--- config.mk ---
export PLATFORM = sky130hd
export DESIGN_NAME = adpcm_codec
export DESIGN_NICKNAME = d
export VERILOG_FILES = /design/src/rtl/adpcm_pkg.sv /design/src/rtl/adpcm_step_rom.sv /design/src/rtl/adpcm_quant.sv /design/src/rtl/adpcm_recon.sv /design/src/rtl/adpcm_codec.sv
export SDC_FILE = /design/constraint.sdc
export NUM_CORES = 1
export LEC_CHECK = 0
export BUFFER_PORTS_ARGS = -buffer_cell sky130_fd_sc_hd__clkbuf_2
export CAP_MARGIN = 0
export CORE_ASPECT_RATIO = 1.75
export CORE_MARGIN = 1
export CORE_UTILIZATION = 70
export CTS_BUF_LIST = sky130_fd_sc_hd__clkbuf_4 sky130_fd_sc_hd__clkbuf_8 sky130_fd_sc_hd__clkbuf_16
export CTS_CLUSTER_SIZE = 16
export DETAILED_ROUTE_END_ITERATION = 8
export PLACE_DENSITY = 0.94
export SYNTH_ARGS = -nofsm -noshare
export SYNTH_HDL_FRONTEND = slang
export SYNTH_SLANG_ARGS = --single-unit
--- constraint.sdc ---
create_clock -name clk_i -period 25.2 [get_ports clk_i]
set_input_delay 2.52 -clock clk_i [delete_from_list [all_inputs] [get_ports clk_i]]
set_output_delay 2.52 -clock clk_i [all_outputs]
set_load 0.02 [all_outputs]
--- src/rtl/adpcm_pkg.sv ---
package adpcm_pkg;
  localparam int SAMPLE_W = 16;
  localparam int CODE_W   = 4;
  localparam int MAG_BITS = CODE_W - 1;
  localparam int IDX_MAX  = 88;
  localparam int IDX_W    = $clog2(IDX_MAX + 1);
  localparam int STEP_W   = SAMPLE_W - 1;
  localparam int STEP_MIN = 7;
  localparam int STEP_MAX = (1 << STEP_W) - 1;

  typedef logic [IDX_W-1:0]    idx_t;
  typedef logic [STEP_W-1:0]   step_t;
  typedef logic [SAMPLE_W-1:0] smp_t;
  typedef logic [CODE_W-1:0]   code_t;

  // geometric ~1.1x growth, at least +1 per entry, top entry pinned to max
  function automatic int step_value(int i);
    int s;
    int n;
    s = STEP_MIN;
    for (int k = 1; k <= i && k <= IDX_MAX; k++) begin
      n = (s * 11 + 5) / 10;
      if (n < s + 1) n = s + 1;
      if (n > STEP_MAX) n = STEP_MAX;
      s = n;
    end
    if (i >= IDX_MAX) s = STEP_MAX;
    return s;
  endfunction
endpackage

--- src/rtl/adpcm_step_rom.sv ---
module adpcm_step_rom
  import adpcm_pkg::*;
(
  input  idx_t  idx_i,
  output step_t step_o
);
  localparam int TAB_N = 1 << IDX_W;

  step_t tab [TAB_N];

  for (genvar g = 0; g < TAB_N; g++) begin : g_tab
    localparam int SV = step_value(g);
    assign tab[g] = step_t'(SV);
  end

  assign step_o = tab[idx_i];
endmodule

--- src/rtl/adpcm_quant.sv ---
module adpcm_quant
  import adpcm_pkg::*;
(
  input  smp_t  sample_i,
  input  smp_t  prev_i,
  input  step_t step_i,
  output code_t code_o
);
  localparam int DW = SAMPLE_W + 1;

  logic [DW-1:0]       d_u;
  logic [DW-1:0]       mag;
  logic [DW-1:0]       rem;
  logic [DW-1:0]       thr;
  logic                neg;
  logic [MAG_BITS-1:0] mb;

  always_comb begin
    d_u = {sample_i[SAMPLE_W-1], sample_i} - {prev_i[SAMPLE_W-1], prev_i};
    neg = d_u[DW-1];
    mag = neg ? (~d_u + 1'b1) : d_u;
    rem = mag;
    mb  = '0;
    thr = '0;
    // successive approximation against step, step/2, step/4
    for (int b = MAG_BITS - 1; b >= 0; b--) begin
      thr = DW'(step_i) >> (MAG_BITS - 1 - b);
      if (rem >= thr) begin
        mb[b] = 1'b1;
        rem   = rem - thr;
      end
    end
    code_o = {neg, mb};
  end
endmodule

--- src/rtl/adpcm_recon.sv ---
module adpcm_recon
  import adpcm_pkg::*;
(
  input  code_t code_i,
  input  smp_t  prev_i,
  input  step_t step_i,
  input  idx_t  idx_i,
  output smp_t  sample_o,
  output idx_t  idx_o
);
  localparam int AW = SAMPLE_W + 2;
  localparam logic [AW-1:0] S_MAX = AW'((1 << (SAMPLE_W - 1)) - 1);
  localparam logic [AW-1:0] S_MIN = ~S_MAX;
  localparam int HALF = 1 << (MAG_BITS - 1);

  logic [AW-1:0] vp;
  logic [AW-1:0] prev_x;
  logic [AW-1:0] sum;
  int            adj;
  int            t;

  always_comb begin
    vp = AW'(step_i >> MAG_BITS);
    for (int b = 0; b < MAG_BITS; b++) begin
      if (code_i[b]) vp = vp + AW'(step_i >> (MAG_BITS - 1 - b));
    end
    prev_x = {{2{prev_i[SAMPLE_W-1]}}, prev_i};
    sum    = code_i[CODE_W-1] ? (prev_x - vp) : (prev_x + vp);
    if ($signed(sum) > $signed(S_MAX))      sample_o = smp_t'(S_MAX);
    else if ($signed(sum) < $signed(S_MIN)) sample_o = smp_t'(S_MIN);
    else                                    sample_o = smp_t'(sum);
  end

  always_comb begin
    if (int'(code_i[MAG_BITS-1:0]) < HALF) adj = -1;
    else adj = 2 * (int'(code_i[MAG_BITS-1:0]) - (HALF - 1));
    t = int'(idx_i) + adj;
    if (t < 0) t = 0;
    if (t > IDX_MAX) t = IDX_MAX;
    idx_o = idx_t'(t);
  end

  // result moves away from the prediction only in the coded direction
  always_comb begin
    if (!code_i[CODE_W-1])
      a_r3_dir_up: assert ($signed(sample_o) >= $signed(prev_i));
    else
      a_r3_dir_dn: assert ($signed(sample_o) <= $signed(prev_i));
  end
endmodule

--- src/rtl/adpcm_codec.sv ---
module adpcm_codec
  import adpcm_pkg::*;
(
  input  logic                clk_i,
  input  logic                rst_ni,
  input  logic                clear_i,
  input  logic                mode_i,
  input  logic                in_valid_i,
  output logic                in_ready_o,
  input  logic [SAMPLE_W-1:0] sample_i,
  input  logic [CODE_W-1:0]   code_i,
  output logic                out_valid_o,
  output logic [SAMPLE_W-1:0] sample_o,
  output logic [CODE_W-1:0]   code_o
);
  smp_t  prev_q, prev_eff, nxt_sample, sample_q;
  idx_t  idx_q, idx_eff, nxt_idx;
  code_t enc_code, code_use, code_q;
  step_t step;
  logic  mode_q, ready_q, valid_q;
  logic  accept, fresh;

  assign accept   = in_valid_i & ready_q;
  // explicit clear or a change of direction restarts the predictor
  assign fresh    = clear_i | (accept & (mode_i != mode_q));
  assign prev_eff = fresh ? '0 : prev_q;
  assign idx_eff  = fresh ? '0 : idx_q;

  adpcm_step_rom u_rom (
    .idx_i  (idx_eff),
    .step_o (step)
  );

  adpcm_quant u_quant (
    .sample_i (sample_i),
    .prev_i   (prev_eff),
    .step_i   (step),
    .code_o   (enc_code)
  );

  assign code_use = mode_i ? code_i : enc_code;

  adpcm_recon u_recon (
    .code_i   (code_use),
    .prev_i   (prev_eff),
    .step_i   (step),
    .idx_i    (idx_eff),
    .sample_o (nxt_sample),
    .idx_o    (nxt_idx)
  );

  always_ff @(posedge clk_i or negedge rst_ni) begin
    if (!rst_ni) begin
      prev_q   <= '0;
      idx_q    <= '0;
      mode_q   <= 1'b0;
      ready_q  <= 1'b0;
      valid_q  <= 1'b0;
      sample_q <= '0;
      code_q   <= '0;
    end else begin
      ready_q <= 1'b1;
      valid_q <= accept;
      if (accept) begin
        prev_q   <= nxt_sample;
        idx_q    <= nxt_idx;
        mode_q   <= mode_i;
        sample_q <= nxt_sample;
        code_q   <= code_use;
      end else if (clear_i) begin
        prev_q <= '0;
        idx_q  <= '0;
      end
    end
  end

  assign in_ready_o  = ready_q;
  assign out_valid_o = valid_q;
  assign sample_o    = sample_q;
  assign code_o      = code_q;

  a_r4_index_range: assert property (@(posedge clk_i) disable iff (!rst_ni)
    int'(idx_q) <= IDX_MAX);

  a_r4_index_move: assert property (@(posedge clk_i) disable iff (!rst_ni)
    out_valid_o |-> (int'(idx_q) + 1 >= int'($past(idx_eff))) &&
                    (int'(idx_q) <= int'($past(idx_eff)) + 8));

  a_r8_clear_zero: assert property (@(posedge clk_i) disable iff (!rst_ni)
    (clear_i && !accept) |=> (prev_q == '0 && idx_q == '0));

  a_r10_idle_hold: assert property (@(posedge clk_i) disable iff (!rst_ni)
    (!accept && !clear_i) |=> ($stable(prev_q) && $stable(idx_q)));
endmodule

==> run_results.csv <==
group,metric,value,unit
critical_path,reg2reg_depth,80,
critical_path,crit_type,"primary input to flop",
final_layout,seq_area,1150,µm²
synth,netlist_area,11100,µm²
final_layout,mostFrequentLayoutCells,"nand2_1, a21oi_1, ha_1",
floorplanning,initial_core_util,72.0,%
sta,rsz0062_at_grt,"no",
clock_tree,cts_setup_buffers,0,
clock_tree,htreeDepth,2,
final_layout,final_common_cell,"nand2_1",
final_layout,fillers,1181,
route,antenna_left,0,
route,wirelength,39600,µm
min_path,min_to,"code_o[1]",
synth,synth.avg_cell_area,7.24,µm²
floorplanning,rows,60,
global_routing,grt_pass1_vias,12349,
sta,tightest_slew,1.18,ns
route,dr.pass1.iters,8,
route,wl_met3,3770,µm
floorplanning,core-area,15500,µm²
final_layout,drive_gt1_share,9.20,%
critical_path,max_stage_delay,0.86,ns
route,drc,0,
placed_design,port_buffers,46,
critical_path,slowest_stage,"o31ai_4",
global_routing,antenna_found_initial,2,
sta,setup_violations,0,
route,routedWlPerCell,22.9,µm
sta,slew_viol_final,0,
critical_path,rrSetupSlack,4.21,ns
route,wl_met1,12600,µm
clock_tree,clk_pin_slew,0.06,ns
placed_design,hpwlAfterDp,30200,µm
floorplanning,die-area,16400,µm²
route,top_layer,"met5",
clock_tree,cts_resized,0,
synth,ys.flop_type,"dfrtp_1",
min_path,hold_start,"code_o[1]",
clock_tree,insertion_delay,0.29,ns
sta,relSlewSlack,21.2,%
global_routing,grt.total_usage,47.6,%
final_layout,multi_input_area,9290,µm²
sta,finalClockSkew,0.00537,ns
global_routing,grt_overflow,0,
synth,syn-instance-count,1540,
final_layout,final_util,74.9,%
placed_design,globalplace.congestion,1.08,
sta,period_minus_slack,22.90,ns
sta,tns,0,ns
clock_tree,cts_root_buffer,"clkbuf_16",
critical_path,end_kind,"flop",
critical_path,r2r-start,"in_ready_o",
floorplanning,die_w,97.4,µm
final_layout,syn2layout_area_growth,3.96,%
synth,synth_seq_cells,46,
final_layout,antennaDiodeCount,0,
clock_tree,cts_tree,"done",
sta,clock.fmax,43.7,MHz
route,num_vias,12499,
synth,yosysSeqAreaShare,10.3,%
synth,yosys_warnings,0,
min_path,hp-class,"flop to flop",
critical_path,crit_arrival,23.00,ns
floorplanning,die-height,169,µm
critical_path,startpoint_type,"primary input",
critical_path,r2r-end,"prev_q[7]",
sta,holdWs,0.497,ns
final_layout,fin_nets,1725,
synth,ys_types,96,
clock_tree,clock-sinks,46,
route,route.met2.wl,18600,µm
run,drv.max_cap_violation_count,0,
sta,hold_viol_final,0,
global_routing,grt_max_degree,47,
clock_tree,cts_buffer_depth,2,
sta,timing.final.crit_share,90.9,%
floorplanning,io_pins,47,
synth,async_flop_share,100,%
critical_path,critPathMaxFanout,27,
clock_tree,numCtsBuffers,5,
critical_path,cp_data_required_time,25.30,ns
global_routing,grt_first_pass_wirelength,62300,µm
min_path,whs_path_depth,2,
synth,synth_edf_count,0,
critical_path,critPathMostFrequentCell,"a21oi_1",
run_status,outcome,"finished, final reports clean",
route,drtIter0Drc,1251,
synth,syn_nets,1722,
clock_tree,cts_hold_buffers,0,
route,vias_per_cell,7.22,
==> synthesized netlist by cell type (6+ instances only) <==
cell | count | area share [%]
nor2_1 | 100 | 3.4
a211o_1 | 7 | 0.55
buf_2 | 7 | 0.31
o21a_1 | 14 | 0.94
nand2b_1 | 21 | 1.2
a21o_1 | 34 | 2.3
o21ai_1 | 7 | 0.31
o211ai_1 | 36 | 2.4
a21oi_1 | 163 | 7.3
nand3_1 | 28 | 1.3
fa_1 | 10 | 1.8
a2111oi_0 | 8 | 0.63
xor2_1 | 31 | 2.4
xnor2_1 | 71 | 5.6
nor2b_1 | 14 | 0.79
ha_1 | 147 | 17
mux2i_1 | 13 | 1.2
o221ai_1 | 6 | 0.47
nand2_1 | 175 | 5.9
a211oi_1 | 24 | 1.6
nand4_1 | 12 | 0.67
mux2_2 | 26 | 2.6
inv_1 | 104 | 3.5
clkbuf_1 | 42 | 1.4
or2_2 | 9 | 0.51
a31oi_1 | 20 | 1.1
dfrtp_1 | 46 | 10
buf_1 | 10 | 0.34
and2_1 | 15 | 0.84
nor3_1 | 37 | 1.7
and3_1 | 10 | 0.56
o21bai_1 | 27 | 1.8
o21ai_0 | 115 | 5.2
o31ai_1 | 8 | 0.54
or3_1 | 9 | 0.51
==> worst max-delay path by stage <==
stage                     depth (start not counted)  slack [ns]       start     endpoint
after floorplan                                  88        5.46      mode_i   prev_q[13]
after global placement                           80        3.57  in_valid_i  sample_o[7]
after detailed placement                         79        2.83      mode_i    prev_q[7]
after CTS                                        79        3.06      mode_i    prev_q[7]
after global routing                             81        0.94  in_valid_i    prev_q[7]
final                                            80        2.30      mode_i    prev_q[7]
==> state kept, by name, summed over array words and instances, names as in the netlist <==
name and flops:
mode_q 1, idx_q 7, prev_q 16, in_ready_o 1, sample_o 16, out_valid_o 1
code_o 4
==> stage by stage <==
| stage | cells | worst slack [ns] | cell area (µm²) |
|---|---|---|---|
| after global placement | 1722 | 3.57 | 11400 |
| final | 1730 | 2.30 | 11600 |
| after CTS | 1730 | 3.06 | 11600 |
| after global routing | 1730 | 0.940 | 11600 |
| after detailed placement | 1722 | 2.83 | 11400 |
| after floorplan | 1540 | 5.46 | 11100 |
==> cell type report <==
| class | count | area share (%) |
|---|---|---|
| multi-input combinational | 1319 | 80.2 |
| sequential | 46 | 9.94 |
| inverter | 109 | 3.55 |
| timing repair buffer | 62 | 3.02 |
| tap | 186 | 2.01 |
| clock buffer | 6 | 1.14 |
| clock inverter | 2 | 0.119 |
==> kinds of logic (layout without fill, tap and decap cells) <==
| kind of cell | Yosys count | after routing | synth area share, % |
|---|---|---|---|
| compound gates | 549 | 549 | 32.3 |
| other cells | 1 | 1 | 0.0337 |
| simple gates | 468 | 468 | 20.3 |
| flops | 46 | 46 | 10.3 |
| fa+ha+maj | 157 | 157 | 18.3 |
| mux | 41 | 41 | 4.13 |
| xor+xnor | 103 | 103 | 8.16 |
| buf+inv | 175 | 179 | 6.37 |
==> critical path: cells and delay by family <==
family | cells | cell delay, ns
xor gates and xnor gates | 3 | 0.52
and+or+nand+nor | 17 | 5.48
AOI/OAI and AO/OA | 42 | 9.06
buffers and inverters | 5 | 0.97
muxes | 5 | 1.64
adders and majority gates | 8 | 2.75
==> per-layer routing <==
layer,up-vias,global-route usage (%)
met5,-,0
met4,2,46.7
met3,342,13.1
met2,792,80.7
met1,5710,45.4
li1,5653,-
Power is not shown: default switching activity piles up to over one toggle a cycle in this logic, so the estimate is an artifact.
